[config.mk]
export PLATFORM = sky130hd
export DESIGN_NAME = tag_router
export DESIGN_NICKNAME = d
export VERILOG_FILES = /design/src/rtl/tag_router.sv
export SDC_FILE = /design/constraint.sdc
export NUM_CORES = 1
export LEC_CHECK = 0
export BUFFER_PORTS_ARGS = -buffer_cell sky130_fd_sc_hd__buf_2
export CELL_PAD_IN_SITES_DETAIL_PLACEMENT = 0
export CELL_PAD_IN_SITES_GLOBAL_PLACEMENT = 1
export CORE_ASPECT_RATIO = 1.2
export CORE_MARGIN = 2
export CORE_UTILIZATION = 37
export DETAILED_ROUTE_END_ITERATION = 8
export HOLD_SLACK_MARGIN = 0.03
export PLACE_DENSITY_LB_ADDON = 0.1
export SYNTH_ARGS = -nofsm -noshare
export SYNTH_HDL_FRONTEND = slang
export SYNTH_SLANG_ARGS = --single-unit
[constraint.sdc]
create_clock -name clk -period 2.5 [get_ports clk]
set_clock_uncertainty 0.05 [all_clocks]
set_input_delay 0.5 -clock clk [delete_from_list [all_inputs] [get_ports clk]]
set_output_delay 0.5 -clock clk [all_outputs]
set_load 0.005 [all_outputs]
[src/rtl/tag_router.sv]
module tag_router #(
  parameter int DATA_W = 16,
  parameter int TAG_W  = 4,
  parameter int BUS_W  = 32
) (
  input  logic              clk,
  input  logic              rst_n,
  input  logic              reg_wr,
  input  logic              reg_addr,
  input  logic [BUS_W-1:0]  reg_wdata,
  output logic [BUS_W-1:0]  reg_rdata,
  input  logic              adc_valid,
  input  logic [DATA_W-1:0] adc_data,
  input  logic [TAG_W-1:0]  adc_tag,
  output logic [DATA_W-1:0] thr0,
  output logic [DATA_W-1:0] thr1,
  output logic              trig_pulse,
  output logic [TAG_W-1:0]  trig_chan
);
  localparam int NENT   = 2;
  localparam int EN_LSB = 2 * TAG_W;
  localparam int CFG_W  = EN_LSB + NENT;

  logic [TAG_W-1:0]  route_q [NENT];
  logic [NENT-1:0]   wen_q;
  logic [DATA_W-1:0] thr_q   [NENT];
  logic [DATA_W-1:0] last_data;
  logic [TAG_W-1:0]  last_tag;

  logic              sw_wr, cfg_wr, accept;
  logic [DATA_W-1:0] in_data;
  logic [TAG_W-1:0]  in_tag;

  assign sw_wr   = reg_wr & reg_addr;
  assign cfg_wr  = reg_wr & ~reg_addr;
  assign accept  = sw_wr | adc_valid;
  assign in_data = sw_wr ? reg_wdata[DATA_W-1:0] : adc_data;
  assign in_tag  = sw_wr ? reg_wdata[DATA_W +: TAG_W] : adc_tag;

  always_ff @(posedge clk or negedge rst_n) begin
    if (!rst_n) begin
      route_q[0] <= '0;
      route_q[1] <= '0;
      wen_q      <= '0;
    end else if (cfg_wr) begin
      route_q[0] <= reg_wdata[TAG_W-1:0];
      route_q[1] <= reg_wdata[TAG_W +: TAG_W];
      wen_q      <= reg_wdata[EN_LSB +: NENT];
    end
  end

  for (genvar e = 0; e < NENT; e++) begin : g_bank
    always_ff @(posedge clk or negedge rst_n) begin
      if (!rst_n)
        thr_q[e] <= '0;
      else if (accept && wen_q[e] && in_tag == route_q[e])
        thr_q[e] <= in_data;
    end
  end

  assign thr0 = thr_q[0];
  assign thr1 = thr_q[1];

  always_ff @(posedge clk or negedge rst_n) begin
    if (!rst_n) begin
      last_data  <= '0;
      last_tag   <= '0;
      trig_pulse <= 1'b0;
      trig_chan  <= '0;
    end else begin
      trig_pulse <= accept;
      if (accept) begin
        last_data <= in_data;
        last_tag  <= in_tag;
        trig_chan <= in_tag;
      end
    end
  end

  always_comb begin
    reg_rdata = '0;
    if (reg_addr) begin
      reg_rdata[DATA_W-1:0]      = last_data;
      reg_rdata[DATA_W +: TAG_W] = last_tag;
    end else begin
      reg_rdata[TAG_W-1:0]       = route_q[0];
      reg_rdata[TAG_W +: TAG_W]  = route_q[1];
      reg_rdata[EN_LSB +: NENT]  = wen_q;
    end
  end
endmodule


==> flow_summary.json, run 1 <==
{
  "grt_use_total_pct": 16.9,
  "critPathTopFamily": "simple AND/OR/NAND/NOR gates",
  "grt_pass1_vias": 2313,
  "ys_types": 23,
  "fin_setup_tns_ns": 0,
  "required_ns": 2.69,
  "drc": 0,
  "arrival_ns": 2.22,
  "post_cts_buffers": 0,
  "antenna_found_initial": 1,
  "syn_avg_cell_area_um2": 11.6,
  "synthCells": 278,
  "hold_ws_ns": 0.110,
  "viasPerCell": 4.64,
  "final.fill_count": 879,
  "yosysWarnings": 0,
  "fin_crit_ns": 2.04,
  "start_kind": "input port",
  "syn_to_final_growth_pct": 24.2,
  "drt-pass1-iter-count": 5,
  "vias": 2355,
  "grt-ovfl-total": 0,
  "die_h_um": 106,
  "crit_type": "input port to flop",
  "worstPathCellList": "buf_2, and2_1, nand4_1, a222oi_1, buf_4, mux2_2",
  "p_leak_uw": 0.00206,
  "status": "finished, final reports clean",
  "hpwl_um": 5670,
  "worst-path-max-fanout": 9,
  "cts_buffer_depth": 2,
  "grt_max_degree": 64,
  "drt_iter0_markers": 83,
  "ir_drop_mv": 0.378,
  "rsz0062_at_grt": "no",
  "grt_first_pass_wirelength_um": 11900,
  "synth-seq-cells": 63,
  "path_clk_slew_ns": 0.08,
  "hold_viol": 0,
  "die_x_um": 89.2,
  "antenna_cells": 0,
  "layout-drive-gt1-share_pct": 46.7,
  "gp_congestion": 0.759,
  "numPortBuffers": 101,
  "ant_nets": 0,
  "start_util_pct": 37.8,
  "h-tree-depth": 3,
  "cp_slowest_cell": "a222oi_1",
  "power_density_nw_per_um2": 764,
  "power_uw": 3060,
  "core_um2": 8520,
  "tritoncts": "built",
  "cts_resized": 0,
  "endpoint_kind": "flop",
  "ys_seq_area_share_pct": 49.0,
  "timing.max_cap.violations": 0,
  "report.final.slew_viol_count": 0,
  "syn_area_um2": 3220,
  "synth_edf_count": 0,
  "final_cell_mix": "buf_2, dfrtp_1, nand2_1, mux2_2, o21ai_0",
  "max_stage_delay_ns": 0.40,
  "wl_um": 7800,
  "fin_crit_sh_pct": 81.6,
  "hp-class": "input port to asynchronous set/reset pin",
  "async_flop_share_pct": 100,
  "die_area_um2": 9470,
  "fmax_mhz": 490,
  "dominantRegCellSynth": "dfrtp_1",
  "ios": 126,
  "ctsHoldBuffers": 0,
  "clk-insertion-delay-late_ns": 0.34,
  "clkSinkCount": 63,
  "final_common_cell": "buf_2",
  "fin_nets": 442,
  "cts_root_buf": "clkbuf_8",
  "route.detailed.wl_per_inst_um": 15.4,
  "row_count": 37,
  "path_buf_inv": 2,
  "final_util_pct": 47.0,
  "setup_violations": 0,
  "cts_made_buffers": 9
}
==> per-layer routing <==
layer | global-route usage (%) | routed length (µm) | vias up
met2 | 25.3 | 3570 | 77
met5 | 0 | 13 | -
li1 | - | - | 1139
met4 | 7.36 | 155 | 2
met3 | 4.66 | 496 | 16
met1 | 22.7 | 3560 | 1121
==> path summary, 6_finish.rpt <==
check	slack, ns	cells after the start	start	end
worst max-delay path	0.46	6	reg_addr	thr1[15]
worst min-delay path	0.11	2	rst_n	route_q[4]
worst max register to register	0.52	5	route_q[0]	thr1[15]
worst min register to register	0.46	1	thr1[11]	thr1[11]
max in group asynchronous	2.00	2	rst_n	last_data[9]
min in group clk	0.34	3	reg_wdata[11]	last_data[11]
==> cell type report <==
| class | instances | area (µm²) | area share (%) |
|---|---|---|---|
| multi-input combinational | 197 | 1490 | 37.2 |
| clock inverter | 7 | 48.8 | 1.22 |
| clock buffer | 9 | 124 | 3.10 |
| timing repair buffer | 114 | 616 | 15.4 |
| tap | 117 | 146 | 3.66 |
| sequential | 63 | 1580 | 39.4 |
==> registers in the layout (all words and copies together) (netlist names) <==
signal,flops
route_q,8
thr0,16
trig_pulse,1
last_data,16
thr1,16
trig_chan,4
wen_q,2
==> logic make-up (layout without fill, tap and decap cells) <==
group,after synthesis,after routing,share of synthesized area (%)
flops,63,63,49.0
other cells,1,12,0.116
buf+inv,29,130,6.10
compound gates,25,25,4.35
xor+xnor,12,12,3.26
simple gates,76,76,10.5
mux,72,72,26.7
==> Yosys cell counts, drive strengths merged (2+ instances only) <==
| library cell | number | area, µm² |
|---|---|---|
| o21ai | 21 | 105 |
| buf | 19 | 159 |
| a222oi | 2 | 20.0 |
| dfrtp | 63 | 1580 |
| mux2 | 52 | 661 |
| nand3 | 2 | 10.0 |
| xnor2 | 12 | 105 |
| clkbuf | 10 | 37.5 |
| mux2i | 20 | 200 |
| nand4 | 4 | 25.0 |
| or3 | 2 | 12.5 |
| and2 | 11 | 68.8 |
| nand2 | 54 | 203 |
==> where the power goes <==
group          total, µW  switching (µW)  internal, µW  leakage (µW)
logic                848             323           525       0.00119
registers           1430             148          1280      0.000784
clock network        783             423           360     0.0000894
total               3060             893          2160       0.00206
==> stage by stage <==
| stage | setup WS [ns] | cells | instance area [µm²] |
|---|---|---|---|
| 2_1_floorplan | 0.430 | 289 | 3260 |
| 3_3_place_gp | 0.147 | 491 | 3830 |
| 3_5_place_dp | 0.111 | 491 | 3830 |
| 4_1_cts | 0.474 | 507 | 4000 |
| 5_1_grt | 0.340 | 507 | 4000 |
| 6_report | 0.461 | 507 | 4000 |
(Power assumes the default switching activity.)
==> run 2, diff against run 1 <==
ABC_AREA = 1   (was unset)
CORE_UTILIZATION = 35   (was 37)
clock period = 1.9 ns   (was 2.5 ns; I/O delays follow)
==> run 2 against run 1 <==
Net effect: synthesized cell count rose by 50%; largest cell class unchanged; clock-buffer cell count rose by 1; die area rose by 8.5%; first-iteration DRC count rose by 86%.
==> flow_summary.json, run 2 <==
{
  "status": "finished, final reports clean",
  "hold_end": "route_q[7]",
  "cts_made_buffers": 9,
  "hpwl_um": 6620,
  "timing.max_cap.violations": 0,
  "cts_resized": 0,
  "row_count": 38,
  "min_from": "reg_wdata[3]",
  "synth-seq-cells": 63,
  "ys_types": 22,
  "start_kind": "input port",
  "route.detailed.wl_per_inst_um": 13.9,
  "final_cell_mix": "nand2_1, buf_2, dfrtp_1, inv_1, nand4_1",
  "ctsHoldBuffers": 1,
  "syn_area_um2": 3320,
  "whs_path_depth": 3,
  "fin_setup_tns_ns": 0,
  "dp_slack_ns": 0.0620,
  "rsz0062_at_grt": "no",
  "power_uw": 4410,
  "grt-ovfl-total": 0,
  "ios": 126,
  "yosysTopAreaCell": "dfrtp_1",
  "synth_commonest_cells": "nand2_1, dfrtp_1, inv_1",
  "crit_type": "input port to output port",
  "hp-class": "input port to flop",
  "layout-drive-gt1-share_pct": 29.7,
  "antenna_cells": 0,
  "required_ns": 1.47,
  "ir_drop_mv": 0.584,
  "worst-path-max-fanout": 12,
  "core_um2": 9130,
  "p_leak_uw": 0.00241,
  "die_x_um": 92.9,
  "ant_nets": 0,
  "endpoint_kind": "output port",
  "wl_um": 9090,
  "path_clk_slew_ns": 0.08,
  "vias": 3032,
  "syn_avg_cell_area_um2": 7.93,
  "synth_edf_count": 0,
  "grt_first_pass_wirelength_um": 14500,
  "die_h_um": 111,
  "cts_buffer_depth": 2,
  "fin_crit_ns": 1.70,
  "power_density_nw_per_um2": 1060,
  "synth_most_common_cell": "nand2_1",
  "worstReg2RegStart": "route_q[4]",
  "ys_top_cells_by_area": "dfrtp_1, nand2_1, nand4_1",
  "drt_iter0_markers": 154,
  "synthCells": 418,
  "final.fill_count": 977,
  "tritoncts": "built",
  "numPortBuffers": 101,
  "worst_slack_ns": 0.204,
  "antenna_found_initial": 0,
  "clk-insertion-delay-late_ns": 0.34,
  "syn_to_final_growth_pct": 26.2,
  "grt_max_degree": 64,
  "hold_viol": 0,
  "gp_congestion": 0.797,
  "setup_violations": 0,
  "fmax_mhz": 590,
  "dominantRegCellSynth": "dfrtp_1",
  "clkSinkCount": 63,
  "r2r_end": "thr0[5]",
  "drc": 0,
  "start_util_pct": 36.3,
  "report.final.slew_viol_count": 0,
  "placed_area_um2": 3970,
  "arrival_ns": 1.27,
  "reg2reg_slack_ns": 0.54,
  "post-synth-top-area-fraction_pct": 47.5,
  "viasPerCell": 4.63,
  "die_area_um2": 10300,
  "ys_seq_area_share_pct": 47.5,
  "drt-pass1-iter-count": 4,
  "final_area_um2": 4180,
  "async_flop_share_pct": 100,
  "post_cts_buffers": 0,
  "h-tree-depth": 3,
  "cts_root_buf": "clkbuf_8",
  "reg2reg_depth": 7,
  "seqCellArea_um2": 1580,
  "fin_nets": 587,
  "multi_input_area_um2": 1410,
  "grt_pass1_vias": 2865,
  "grt_use_total_pct": 18.1,
  "fin_crit_sh_pct": 89.2,
  "final_common_cell": "nand2_1",
  "yosysWarnings": 0
}
==> run 2: cell count changes after synthesis, sizes merged, moves of 6 or more <==
cell,before,now
a31oi,0,9
and2,11,0
buf,19,25
inv,0,38
mux2,52,0
mux2i,20,0
nand2,54,169
nand3,2,22
nand4,4,32
nor2,0,17
o21ai,21,31
xnor2,12,0
==> run 2: logic make-up after synthesis <==
kind of cell    synth area share [%]
buf+inv                         11.2
compound gates                  6.38
simple gates                    33.9
xor+xnor                       0.830
other cells                    0.113
flops                           47.5
==> run 2: through the flow <==
step | utilization (%) | cells | hold WS, ns
detailed placement | 43.5 | 638 | 0.377
global placement | 43.5 | 638 | 0.374
global route | 45.8 | 655 | 0.249
floorplan | - | 429 | 0.0344
CTS | 45.8 | 655 | 0.237
finish | 45.8 | 655 | 0.246
==> run 2: worst max-delay path, stage by stage <==
cell and delay [ns]:
buf_2 0.17, buf_4 0.18, buf_4 0.17, o21ai_0 0.21
buf_2 0.16
==> run 2: metal layers <==
metal	part of all wire [%]	GRT usage, %
met2	47	27.8
met1	45	25.0
met5	0	0
met4	2.0	6.67
met3	6.6	4.16
==> run 2: worst max-delay path by stage <==
stage / from / endpoint / slack (ns) / cells past startpoint
2_1_floorplan: reg_addr / reg_rdata[0] / 0.27 / 5
3_3_place_gp: reg_addr / thr1[1] / 0.1 / 10
3_5_place_dp: reg_addr / thr1[7] / 0.06 / 10
4_1_cts: reg_addr / reg_rdata[5] / 0.19 / 5
5_1_grt: reg_addr / reg_rdata[2] / 0.14 / 5
6_report: reg_addr / reg_rdata[5] / 0.20 / 5
==> run 2: area by class of cell <==
cell class / count / area share [%]
Clock buffer: 10 / 3.29
Clock inverter: 6 / 1.61
Inverter: 38 / 3.41
Multi-Input combinational cell: 293 / 33.7
Sequential cell: 63 / 37.7
Tap cell: 120 / 3.59
Timing Repair Buffer: 125 / 16.7
==> run 2: power by group <==
part           leakage (µW)  internal, µW  switching [µW]  total, µW
clock             0.0000993           648             557       1210
sequential         0.000789          1740             215       1950
combinational       0.00153           553             707       1260
total               0.00241          2940            1480       4410
==> run 3, diff against run 2 <==
CELL_PAD_IN_SITES_DETAIL_PLACEMENT = unset   (was 0)
CELL_PAD_IN_SITES_GLOBAL_PLACEMENT = unset   (was 1)
CORE_UTILIZATION = 38   (was 35)
PLACE_DENSITY_LB_ADDON = unset   (was 0.1)
==> run 3 against run 2 <==
Net effect: register-to-register slack about the same; largest cell class unchanged; cell area about the same; power about the same.
==> flow_summary.json, run 3 (same netlist as run 2, synthesis figures left out) <==
{
  "status": "finished, final reports clean",
  "cts_resized": 0,
  "grt_pass1_vias": 2896,
  "row_count": 37,
  "path_clk_slew_ns": 0.07,
  "start_util_pct": 38.9,
  "slew_headroom_pct": 64.9,
  "grt-ovfl-total": 0,
  "dp_slack_ns": 0.0321,
  "crit_type": "flop to output port",
  "fin_crit_ns": 1.63,
  "route.detailed.wl_per_inst_um": 13.5,
  "cts_root_buf": "clkbuf_8",
  "cp_slowest_cell": "dfrtp_1",
  "power_density_nw_per_um2": 1060,
  "timing.max_cap.violations": 0,
  "clk-insertion-delay-late_ns": 0.35,
  "reg2reg_slack_ns": 0.55,
  "ir_drop_mv": 0.368,
  "worst_pin_slew_ns": 0.521,
  "clkSinkCount": 63,
  "vias": 3046,
  "endpoint": "reg_rdata[1]",
  "viasPerCell": 4.69,
  "p_leak_uw": 0.00241,
  "gp_congestion": 0.805,
  "numPortBuffers": 101,
  "whs_path_depth": 3,
  "r2r_end": "thr0[9]",
  "path_buf_inv": 2,
  "fin_crit_sh_pct": 85.8,
  "grt_first_pass_wirelength_um": 14100,
  "reg2reg_depth": 7,
  "ctsHoldBuffers": 1,
  "ios": 126,
  "worstPathCellList": "inv_1, o21ai_0, buf_2",
  "post_cts_buffers": 0,
  "endpoint_kind": "output port",
  "arrival_ns": 1.20,
  "multi_input_area_um2": 1410,
  "final_common_cell": "nand2_1",
  "cts_buffer_depth": 2,
  "die_h_um": 106,
  "start_kind": "flop",
  "fin_setup_tns_ns": 0,
  "worstReg2RegStart": "route_q[4]",
  "max_stage_delay_ns": 0.35,
  "tritoncts": "built",
  "worst-path-max-fanout": 2,
  "crit_start": "route_q[5]",
  "report.final.slew_viol_count": 0,
  "rsz0062_at_grt": "no",
  "worst_slack_ns": 0.270,
  "die_area_um2": 9490,
  "ant_nets": 0,
  "setup_violations": 0,
  "seqCellArea_um2": 1580,
  "cts_made_buffers": 9,
  "hold_viol": 0,
  "drt_iter0_markers": 158,
  "wl_um": 8770,
  "grt_max_degree": 64,
  "hpwl_um": 6430,
  "fmax_mhz": 613,
  "fin_nets": 585,
  "final_cell_mix": "nand2_1, buf_2, dfrtp_1, inv_1, nand4_1",
  "drc": 0,
  "critPathTopFamily": "flip-flops",
  "die_x_um": 89.3,
  "hp-class": "input port to flop",
  "required_ns": 1.47,
  "final.fill_count": 915,
  "cp_num_cells": 3,
  "core_um2": 8520,
  "antenna_found_initial": 0,
  "h-tree-depth": 3,
  "drt-pass1-iter-count": 4,
  "syn_to_final_growth_pct": 26.1,
  "final_area_um2": 4180,
  "layout-drive-gt1-share_pct": 29.5,
  "grt_use_total_pct": 19.7,
  "antenna_cells": 0,
  "placed_area_um2": 3960
}
-- run 3: per-layer routing --
| layer | up-vias | GRT usage (%) | wire length (µm) | part of all wire [%] |
|---|---|---|---|---|
| met5 | - | 0 | 0 | 0 |
| met2 | 89 | 32.5 | 4420 | 50 |
| li1 | 1539 | - | - | - |
| met1 | 1404 | 24.8 | 3720 | 42 |
| met3 | 14 | 2.80 | 425 | 4.8 |
| met4 | 0 | 9.70 | 204 | 2.3 |
-- run 3: layout make-up --
cell class / instances / share of cell area, %
clock buffer: 11 / 3.62
sequential: 63 / 37.7
tap: 117 / 3.50
clock inverter: 5 / 1.35
inverter: 38 / 3.41
timing repair buffer: 123 / 16.7
multi-input combinational: 293 / 33.7
-- run 3: how the worst min path moves through the flow --
stage	slack, ns	start	endpoint
after global placement	0.37	rst_n	thr1[10]
after detailed placement	0.37	rst_n	thr1[10]
final	0.24	reg_wdata[6]	route_q[2]
after global routing	0.25	reg_wdata[1]	route_q[5]
after CTS	0.23	reg_wdata[6]	route_q[2]
after floorplan	0.03	rst_n	last_data[0]
-- run 3: where the power goes --
| group | switching, µW | total [µW] | leakage (µW) | internal [µW] |
|---|---|---|---|---|
| registers | 213 | 1950 | 0.000789 | 1740 |
| logic | 701 | 1260 | 0.00152 | 559 |
| clock network | 535 | 1210 | 0.000105 | 674 |
-- run 3: worst min-delay path, cell delays in order --
cell and delay [ns]:
buf_2 0.09, inv_1 0.05, o21ai_0 0.07
-- run 3: stage by stage --
step | total power (µW) | util (%) | std cells | hold slack, ns
global placement | 3230 | 46.5 | 633 | 0.370
detailed placement | 3260 | 46.5 | 633 | 0.372
global route | 4750 | 49.1 | 650 | 0.245
floorplan | 2620 | - | 429 | 0.0344
CTS | 4480 | 49.1 | 650 | 0.226
finish | 4420 | 49.1 | 650 | 0.238
